[src/rtl/evc_pkg.sv]
package evc_pkg;

    // Register window (5-bit byte address space)
    localparam int unsigned CTRL_ADDR = 'h0C;
    localparam int unsigned CNT_BASE  = 'h0D;

    // Control register, bit 0 in the least significant position
    typedef struct packed {
        logic capture;
        logic cascade;
        logic pol_b;
        logic pol_a;
    } ctrl_t;

    typedef enum logic {
        SNAP_LIVE   = 1'b0,
        SNAP_FROZEN = 1'b1
    } snap_state_t;

endpackage

[src/rtl/evc_sync_edge.sv]
module evc_sync_edge #(
    parameter int STAGES = 2
) (
    input  logic clk,
    input  logic rst_n,
    input  logic pin,
    input  logic pol,
    output logic edge_o
);

    logic [STAGES-1:0] sync_q;
    logic              prev_q;
    logic              level;

    generate
        if (STAGES == 1) begin : g_single
            always_ff @(posedge clk or negedge rst_n) begin
                if (!rst_n) sync_q <= '0;
                else        sync_q <= pin;
            end
        end else begin : g_chain
            always_ff @(posedge clk or negedge rst_n) begin
                if (!rst_n) sync_q <= '0;
                else        sync_q <= {sync_q[STAGES-2:0], pin};
            end
        end
    endgenerate

    assign level = sync_q[STAGES-1];

    always_ff @(posedge clk or negedge rst_n) begin
        if (!rst_n) prev_q <= 1'b0;
        else        prev_q <= level;
    end

    // pol = 0: rising, pol = 1: falling
    assign edge_o = pol ? (prev_q & ~level) : (~prev_q & level);

    // An edge pulse lasts one cycle only (R3: one count per edge)
    p_single_pulse_r3: assert property (@(posedge clk) disable iff (!rst_n)
        (edge_o && $stable(pol)) |=> !edge_o);

endmodule

[src/rtl/evc_counter.sv]
module evc_counter #(
    parameter int CNT_W = 16
) (
    input  logic                 clk,
    input  logic                 rst_n,
    input  logic                 edge_a,
    input  logic                 edge_b,
    input  logic                 cascade,
    input  logic                 hold_off,
    input  logic [CNT_W/8-1:0]   ld_a,
    input  logic [CNT_W/8-1:0]   ld_b,
    input  logic [7:0]           ld_data,
    output logic [CNT_W-1:0]     cnt_a,
    output logic [CNT_W-1:0]     cnt_b
);

    localparam int NB = CNT_W / 8;

    logic [CNT_W-1:0]   nxt_a, nxt_b;
    logic [2*CNT_W-1:0] joint_inc;

    assign joint_inc = {cnt_b, cnt_a} + 1'b1;

    always_comb begin
        nxt_a = cnt_a;
        nxt_b = cnt_b;
        if (hold_off) begin
            for (int i = 0; i < NB; i++) begin
                if (ld_a[i]) nxt_a[i*8 +: 8] = ld_data;
                if (ld_b[i]) nxt_b[i*8 +: 8] = ld_data;
            end
        end else if (cascade) begin
            if (edge_a) {nxt_b, nxt_a} = joint_inc;
        end else begin
            if (edge_a) nxt_a = cnt_a + 1'b1;
            if (edge_b) nxt_b = cnt_b + 1'b1;
        end
    end

    always_ff @(posedge clk or negedge rst_n) begin
        if (!rst_n) begin
            cnt_a <= '0;
            cnt_b <= '0;
        end else begin
            cnt_a <= nxt_a;
            cnt_b <= nxt_b;
        end
    end

    p_step_a_r3: assert property (@(posedge clk) disable iff (!rst_n)
        (!hold_off && !cascade && edge_a) |=> cnt_a == $past(cnt_a) + 1'b1);

    p_step_b_r3: assert property (@(posedge clk) disable iff (!rst_n)
        (!hold_off && !cascade && edge_b) |=> cnt_b == $past(cnt_b) + 1'b1);

    p_blocked_r5: assert property (@(posedge clk) disable iff (!rst_n)
        (hold_off && !(|ld_a) && !(|ld_b)) |=> ($stable(cnt_a) && $stable(cnt_b)));

    p_b_ignored_r6: assert property (@(posedge clk) disable iff (!rst_n)
        (cascade && !hold_off && !edge_a) |=> ($stable(cnt_a) && $stable(cnt_b)));

    p_carry_r6: assert property (@(posedge clk) disable iff (!rst_n)
        (cascade && !hold_off && edge_a && (&cnt_a)) |=> cnt_b == $past(cnt_b) + 1'b1);

    p_wrap_a_r7: assert property (@(posedge clk) disable iff (!rst_n)
        (!hold_off && !cascade && edge_a && (&cnt_a)) |=> cnt_a == '0);

endmodule

[src/rtl/evc_snapshot.sv]
module evc_snapshot
    import evc_pkg::*;
#(
    parameter int W = 32
) (
    input  logic         clk,
    input  logic         rst_n,
    input  logic         wr_ctrl,
    input  logic         cap_bit,
    input  logic [W-1:0] live,
    output logic         frozen,
    output logic [W-1:0] hold_q
);

    snap_state_t state_q, state_d;
    logic        do_capture;

    // Next-state logic
    always_comb begin
        state_d    = state_q;
        do_capture = 1'b0;
        unique case (state_q)
            SNAP_LIVE: begin
                if (wr_ctrl && cap_bit) begin
                    state_d    = SNAP_FROZEN;   // capture
                    do_capture = 1'b1;
                end
            end
            SNAP_FROZEN: begin
                if (wr_ctrl && !cap_bit) state_d = SNAP_LIVE;  // release
            end
        endcase
    end

    // State register
    always_ff @(posedge clk or negedge rst_n) begin
        if (!rst_n) state_q <= SNAP_LIVE;
        else        state_q <= state_d;
    end

    // Outputs
    always_ff @(posedge clk or negedge rst_n) begin
        if (!rst_n)          hold_q <= '0;
        else if (do_capture) hold_q <= live;
    end

    assign frozen = (state_q == SNAP_FROZEN);

    p_capture_r8: assert property (@(posedge clk) disable iff (!rst_n)
        (state_q == SNAP_LIVE && wr_ctrl && cap_bit)
        |=> (state_q == SNAP_FROZEN && hold_q == $past(live)));

    p_hold_kept_r9: assert property (@(posedge clk) disable iff (!rst_n)
        (state_q == SNAP_FROZEN) |=> $stable(hold_q));

    p_release_r9: assert property (@(posedge clk) disable iff (!rst_n)
        (state_q == SNAP_FROZEN && wr_ctrl && !cap_bit) |=> state_q == SNAP_LIVE);

endmodule

[src/rtl/evc_dual_counter.sv]
module evc_dual_counter
    import evc_pkg::*;
#(
    parameter int CNT_W       = 16,
    parameter int ADDR_W      = 5,
    parameter int SYNC_STAGES = 2
) (
    input  logic              clk,
    input  logic              rst_n,
    input  logic              ev_in_a,
    input  logic              ev_in_b,
    input  logic              reg_wr,
    input  logic [ADDR_W-1:0] reg_addr,
    input  logic [7:0]        reg_wdata,
    output logic [7:0]        reg_rdata
);

    localparam int NB   = CNT_W / 8;
    localparam int TOTB = 2 * NB;
    localparam logic [ADDR_W-1:0] A_CTRL = ADDR_W'(CTRL_ADDR);
    localparam logic [ADDR_W-1:0] A_BASE = ADDR_W'(CNT_BASE);

    ctrl_t               ctrl_q;
    logic                hit_ctrl, hit_cnt;
    logic [ADDR_W-1:0]   off;
    logic [NB-1:0]       ld_a, ld_b;
    logic [2*NB-1:0]     edges;
    logic [1:0]          pins, pols;
    logic [CNT_W-1:0]    cnt_a, cnt_b;
    logic [2*CNT_W-1:0]  live, hold, view;
    logic                frozen;
    logic                unused_hi;

    assign unused_hi = ^reg_wdata[7:4];

    // Address decode
    assign off      = reg_addr - A_BASE;
    assign hit_ctrl = (reg_addr == A_CTRL);
    assign hit_cnt  = (reg_addr >= A_BASE) && (off < ADDR_W'(TOTB));

    generate
        for (genvar i = 0; i < NB; i++) begin : g_ld
            assign ld_a[i] = reg_wr && hit_cnt && (off == ADDR_W'(i));
            assign ld_b[i] = reg_wr && hit_cnt && (off == ADDR_W'(NB + i));
        end
    endgenerate

    // Control register
    always_ff @(posedge clk or negedge rst_n) begin
        if (!rst_n)                 ctrl_q <= '0;
        else if (reg_wr && hit_ctrl) ctrl_q <= reg_wdata[3:0];
    end

    // Input channels
    assign pins = {ev_in_b, ev_in_a};
    assign pols = {ctrl_q.pol_b, ctrl_q.pol_a};

    generate
        for (genvar c = 0; c < 2; c++) begin : g_chan
            evc_sync_edge #(.STAGES(SYNC_STAGES)) u_edge (
                .clk    (clk),
                .rst_n  (rst_n),
                .pin    (pins[c]),
                .pol    (pols[c]),
                .edge_o (edges[c])
            );
        end
    endgenerate

    evc_counter #(.CNT_W(CNT_W)) u_cnt (
        .clk      (clk),
        .rst_n    (rst_n),
        .edge_a   (edges[0]),
        .edge_b   (edges[1]),
        .cascade  (ctrl_q.cascade),
        .hold_off (reg_wr),
        .ld_a     (ld_a),
        .ld_b     (ld_b),
        .ld_data  (reg_wdata),
        .cnt_a    (cnt_a),
        .cnt_b    (cnt_b)
    );

    assign live = {cnt_b, cnt_a};

    evc_snapshot #(.W(2*CNT_W)) u_snap (
        .clk     (clk),
        .rst_n   (rst_n),
        .wr_ctrl (reg_wr && hit_ctrl),
        .cap_bit (reg_wdata[3]),
        .live    (live),
        .frozen  (frozen),
        .hold_q  (hold)
    );

    assign view = frozen ? hold : live;

    // Read mux
    always_comb begin
        reg_rdata = '0;
        if (hit_ctrl) reg_rdata = {4'b0000, ctrl_q};
        for (int i = 0; i < TOTB; i++) begin
            if (hit_cnt && off == ADDR_W'(i)) reg_rdata = view[i*8 +: 8];
        end
    end

    p_ctrl_wr_r2: assert property (@(posedge clk) disable iff (!rst_n)
        (reg_wr && hit_ctrl) |=> ctrl_q == $past(reg_wdata[3:0]));

    p_stray_wr_r4: assert property (@(posedge clk) disable iff (!rst_n)
        (reg_wr && !hit_ctrl && !hit_cnt) |=> ($stable(ctrl_q) && $stable(live)));

    p_state_tracks_bit_r8: assert property (@(posedge clk) disable iff (!rst_n)
        (reg_wr && hit_ctrl) |=> frozen == ctrl_q.capture);

endmodule

[config.mk]
export PLATFORM = sky130hd
export DESIGN_NAME = evc_dual_counter
export DESIGN_NICKNAME = d
export VERILOG_FILES = /design/src/rtl/evc_pkg.sv /design/src/rtl/evc_sync_edge.sv /design/src/rtl/evc_counter.sv /design/src/rtl/evc_snapshot.sv /design/src/rtl/evc_dual_counter.sv
export SDC_FILE = /design/constraint.sdc
export NUM_CORES = 1
export LEC_CHECK = 0
export BUFFER_PORTS_ARGS = -buffer_cell sky130_fd_sc_hd__clkbuf_2
export CAP_MARGIN = 20
export CORE_MARGIN = 2
export CORE_UTILIZATION = 65
export CTS_BUF_LIST = sky130_fd_sc_hd__clkbuf_8 sky130_fd_sc_hd__clkbuf_16
export DETAILED_ROUTE_END_ITERATION = 8
export PLACE_DENSITY = 0.84
export SLEW_MARGIN = 10
export SYNTH_ARGS = -nofsm -noshare
export SYNTH_HDL_FRONTEND = slang
export SYNTH_SLANG_ARGS = --single-unit
[constraint.sdc]
create_clock -name clk -period 3.44 [get_ports clk]
set_input_delay 0.344 -clock clk [delete_from_list [all_inputs] [get_ports clk]]
set_output_delay 0.344 -clock clk [all_outputs]
set_load 0.01 [all_outputs]
# Yosys cells after proc, flatten, opt, wreduce, memory -nomap -nowiden
# Index checks and enable logic that the tools add are counted.
[classes]
n_lt_le_gt_ge = 2
n_mux = 24
n_eq_ne = 9
bitwise = 9
n_addsub = 4
n_reduce_logical = 21
[ops]
columns = ["op", "count"]
rows = [
  ["16-bit 2-to-1 mux", 8],
  ["8-bit 2-to-1 mux", 8],
  ["16-bit by 1-bit adder with 16-bit output, second input constant", 2],
  ["32-bit by 1-bit adder with 32-bit output, second input constant", 1],
  ["32-bit 2-to-1 mux", 1],
  ["1-bit logical AND", 13],
  ["5-bit by 2-bit == test with 1-bit output, second input constant", 2],
  ["2-bit by 1-bit inequality test with 1-bit output, second input constant", 4],
  ["3-bit AND reduction", 2],
  ["5-bit by 1-bit == test with 1-bit output, second input constant", 1],
  ["5-bit by 4-bit == test with 1-bit output, second input constant", 1],
  ["5-bit by 4-bit greater-or-equal comparator with 1-bit output, second input constant", 1],
  ["5-bit logical NOT", 1],
  ["5-bit by 3-bit < comparator with 1-bit output, second input constant", 1],
  ["1-bit 2-to-1 mux", 5],
  ["1-bit NOT", 5],
  ["5-bit by 4-bit subtractor with 5-bit output, second input constant", 1],
  ["1-bit AND", 4],
  ["4-bit 2-to-1 mux", 1],
  ["2-bit AND reduction", 2],
  ["3-bit by 2-bit inequality test with 1-bit output, second input constant", 1],
  ["3-bit nonzero test", 1],
  ["1-bit one-hot mux with 2 select lines", 1],
  ["2-bit nonzero test", 1],
  ["1-bit logical NOT", 1],
]
[totals]
in_bits = 18
register_bits = 75
out_inout_bits = 8

# Logic depth before layout (Yosys ltp)
[logic_depth]
word_depth = 8
mapped_depth = 9
ltp_nobuf = 7

# Modules after synthesis
# Synthesis repeated with hierarchy kept, for this count alone.
[hier_totals]
cells_unflattened = 443
area_unflattened_um2 = 4725.8
[modules_own_cells]
columns = ["module", "area_each_um2", "cells_each", "seq_area_each_um2", "instances"]
rows = [
  ["evc_counter", 2292.2, 261, 800.8, 1],
  ["evc_snapshot", 1363.8, 70, 825.8, 1],
  ["evc_dual_counter", 874.6, 100, 100.1, 1],
  ["evc_sync_edge", 97.6, 6, 75.1, 2],
]

# Worst setup path after synthesis
# Ideal clock, no wire load.
[synth_path]
kind = "input-to-reg"
start = "input port reg_addr[1]"
end = "register u_snap.hold_q[10]"
path_slack_ns = 1.247
setup_time_ns = 0.125
required_ns = 3.315
arrival_time_ns = 2.068
cell_stages = 7
cell_sequence = "clkbuf_1 -> or4_1 -> buf_2 -> or3b_1 -> buf_2 -> buf_6 -> mux2_4"
[synth_via]
elab_chain_len = 5
[synth_lines]
columns = ["element", "line", "text"]
rows = [
  ["start: declaration", "evc_dual_counter.sv:13", "input logic [ADDR_W-1:0] reg_addr,"],
  ["5-bit by 4-bit == test with 1-bit output", "evc_dual_counter.sv:38", "assign hit_ctrl = (reg_addr == A_CTRL);"],
  ["1-bit logical AND", "evc_dual_counter.sv:89", ".wr_ctrl (reg_wr && hit_ctrl),"],
  ["1-bit logical AND", "evc_snapshot.sv:24", "if (wr_ctrl && cap_bit) begin"],
  ["1-bit 2-to-1 mux", "evc_snapshot.sv:24", ""],
  ["1-bit 2-to-1 mux", "evc_snapshot.sv:22", "unique case (state_q)"],
  ["end signal: assignment", "evc_snapshot.sv:44", "else if (do_capture) hold_q <= live;"],
  ["end: declaration", "evc_snapshot.sv:12", "output logic [W-1:0] hold_q"],
]
# No other way between the ends.
# A chain may end at the register's enable or synchronous reset.

# Worst setup path in the final report
[layout_path]
start = "register u_cnt.cnt_a[0]"
end = "register u_cnt.cnt_b[8]"
[layout_via]
elab_chain_len = 4
[layout_lines]
columns = ["element", "line", "text"]
rows = [
  ["start: declaration", "evc_counter.sv:13", "output logic [CNT_W-1:0] cnt_a,"],
  ["start signal: assignment", "evc_counter.sv:45", "cnt_a <= nxt_a;"],
  ["32-bit by 1-bit adder with 32-bit output", "evc_counter.sv:22", "assign joint_inc = {cnt_b, cnt_a} + 1'b1;"],
  ["16-bit 2-to-1 mux", "evc_counter.sv:33", "if (edge_a) {nxt_b, nxt_a} = joint_inc;"],
  ["16-bit 2-to-1 mux", "evc_counter.sv:32", "end else if (cascade) begin"],
  ["16-bit 2-to-1 mux", "evc_counter.sv:27", "if (hold_off) begin"],
  ["end signal: assignment", "evc_counter.sv:46", "cnt_b <= nxt_b;"],
  ["end: declaration", "evc_counter.sv:14", "output logic [CNT_W-1:0] cnt_b"],
]
# No other way between the ends. The select of a mux whose other input is x is not followed.

==> impl_metrics.tcl <==
set metrics [dict create \
    rows 30 \
    post_synth_main_area_contributors "dfrtp_1, mux2_4, mux2i_1" \
    cts_tree "built" \
    number_of_antenna_violations_at_the_first_check_in_global_routing 0 \
    vias 3596 \
    htree_num_levels 3 \
    worstSetupPathType "flip-flop to flip-flop" \
    critical_path.endpoint_type "flip-flop" \
    preCtsSetupSlack_ns 0.6772 \
    cts.root.buffer_cell "clkbuf_8" \
    crit_path_max_fanout 7 \
    timing.hold.worst.class "input port to flip-flop" \
    worst-endpoint-required_ns 3.69 \
    number_of_enable_type_register_cells_in_the_synthesized_netlist 0 \
    antenna-diode-count 0 \
    cts_sinks 74 \
    drc_violations_left 0 \
    worst_ir_drop_vdd_uv 331.4 \
    top_level_ports 26 \
    drive_gt1_share_pct 27.01 \
    critical_path.startpoint_type "flip-flop" \
    die_x_um 86.41 \
    clock_tree.buffer_depth 2 \
    fmax_mhz 392.5 \
    synth_nets 425 \
    vias_in_the_first_global_route 3344 \
    post_place_instance_area_um2 4476 \
    slew-limit-headroom_pct 38.63 \
    cp.arrival_ns 2.80 \
    crit_start "u_cnt.cnt_a[0]" \
    grt_setup_unrepaired "false" \
    period_share_pct 74.06 \
    postRouteAntennaNets 0 \
    largest_net_degree_at_the_start_of_global_routing 75 \
    post_cts_resize_count 0 \
    ys_seq_elements 74 \
    dieArea_um2 7467 \
    final.setup_skew_ns 0.01207 \
    regToRegEndpoint "u_cnt.cnt_b[8]" \
    crit-reg2reg-launch "u_cnt.cnt_a[0]" \
    leakagePower_nw 2.094 \
    cts-hold-fix-buffers 0 \
    cap_violations 0 \
    clk_latency_ns 0.36 \
    finalWeightedCongestion 0.9373 \
    worst_slew_pin_tran_ns 0.9205 \
    groute.usage.overall_pct 31.18 \
    synthesis.area_um2 4414 \
    timing.final.crit_period_ns 2.548 \
    final_common_cell "dfrtp_1" \
    status "finished clean" \
    drt-initial-drc-count 321 \
    routed_wl_um 11180 \
    leading_area_contributor_after_synthesis "dfrtp_1" \
    grt_first_pass_wirelength_um 17540 \
    layout_common_cells "dfrtp_1, nand2_1, a21oi_1" \
    die_h_um 86.41 \
    drt-vias-per-instance 7.163 \
    fin_area_um2 4705 \
    wl_per_cell_um 22.26 \
    postSynth.asyncResetShare_pct 100.0 \
    p_per_area_nw_per_um2 615.5 \
    drv_slew 0 \
    numPortBuffers 25 \
    yosys_most_used_dff "dfrtp_1" \
    number_of_unique_standard_cell_types_used_by_synthesis 69 \
    synth-seq-area-share_pct 41.95 \
    min_delay_path_depth 1 \
    timing.critical_path.to "u_cnt.cnt_b[8]" \
    worst-r2r-cell-count 7 \
    placeableCoreArea_um2 6681 \
    report.final.setup_viol 0 \
    synth_largest_type_area_fraction_pct 41.95 \
    yosys_warnings 0 \
    layout.nets 437 \
    synthesis.area_per_instance_um2 10.90 \
    multi_input_comb_area_um2 2347 \
    clkSlewWorstSetupHoldPaths_ns 0.08 \
    setup_ws_ns 0.8923 \
    nFillCells 460 \
    numCtsBuffers 9 \
    ff2ff_setup_slack_ns 0.89 \
    setup-tns-final_ns 0 \
    start_util_pct 66.07 \
    final-hold-violation-count 0 \
    syn_to_final_growth_pct 6.576 \
    final-seq-area_um2 1852 \
    syn-instance-count 405 \
    dp_hpwl_um 7636 \
    grt_overflow_total 0 \
    cts.repair_timing.setup_buffer_count 0 \
    number_of_optimization_iterations_in_the_first_detailed_route_pass 5 \
]
worst max-delay path, stage by stage (launching register included):
cell and delay [ns]:
dfrtp_1 0.46, ha_1 0.24, nand4_1 0.26, o41ai_2 0.71
and3_1 0.35, and3_1 0.21, a32oi_1 0.06, o31a_1 0.14
flip-flops by register name (all words and copies together), names as in the netlist:
register              cells
u_cnt.cnt_b              16
ctrl_q                    4
g_chan.u_edge.prev_q      2
u_cnt.cnt_a              16
u_snap.hold_q            32
g_chan.u_edge.sync_q      4
routing by layer:
metal	GRT usage, %	wire [µm]
met5	0	0
met2	46.78	5093
met1	43.46	4540
met3	7.143	1084
met4	14.06	457
power by group:
group          internal (mW)  leakage (nW)  switching [mW]  total (mW)
logic                  0.407          1.07           0.380       0.787
clock network          0.354        0.0945           0.337       0.691
registers               1.07         0.927           0.346        1.42
cells in the mapped netlist (all sizes together), types with 4 or more instances:
cell    instances
o22ai          12
and3           12
buf            16
nand3           8
nor3            8
a22oi           6
mux2i          16
inv             5
nand4          11
mux2           37
clkbuf         14
a211oi          7
o31ai           4
a311oi          5
mux4            8
o221ai          4
nand2          30
o21ai          19
dfrtp          74
nor2           27
a21oi          29
through the flow:
step                      hold WS [ns]  power (mW)  util, %  std cells
after floorplan                0.04841       1.925        -        405
after global placement          0.3344       2.133    66.99        484
after detailed placement        0.3358       2.182    66.99        484
after CTS                      0.07826       2.873    70.04        500
after global routing           0.08291       3.036    70.41        502
final                          0.08949       2.896    70.41        502
logic make-up after synthesis:
logic type	Yosys count	share of synthesized area, %
AOI/OAI and AO/OA	115	18.71
xor gates and xnor gates	1	0.1984
adders and majority gates	2	0.5668
buffers and inverters	35	4.875
DFF	74	41.95
muxes	61	19.61
and+or+nand+nor	117	14.09
final cells by class:
| type | instances | area share [%] |
|---|---|---|
| Inverter | 5 | 0.3989 |
| Clock buffer | 10 | 2.926 |
| Sequential cell | 74 | 39.36 |
| Clock inverter | 6 | 1.410 |
| Multi-Input combinational cell | 296 | 49.89 |
| Timing Repair Buffer | 31 | 3.883 |
| Tap cell | 80 | 2.128 |
worst min-delay path by stage:
stage,slack [ns],end,startpoint
2_1_floorplan,0.05,ctrl_q[0],rst_n
3_3_place_gp,0.33,g_chan[0].u_edge.sync_q[1],g_chan[0].u_edge.sync_q[0]
3_5_place_dp,0.34,g_chan[0].u_edge.sync_q[1],g_chan[0].u_edge.sync_q[0]
4_1_cts,0.08,g_chan[1].u_edge.sync_q[0],ev_in_b
5_1_grt,0.08,g_chan[0].u_edge.sync_q[0],ev_in_a
6_report,0.09,g_chan[1].u_edge.sync_q[0],ev_in_b
(Power assumes the default switching activity.)
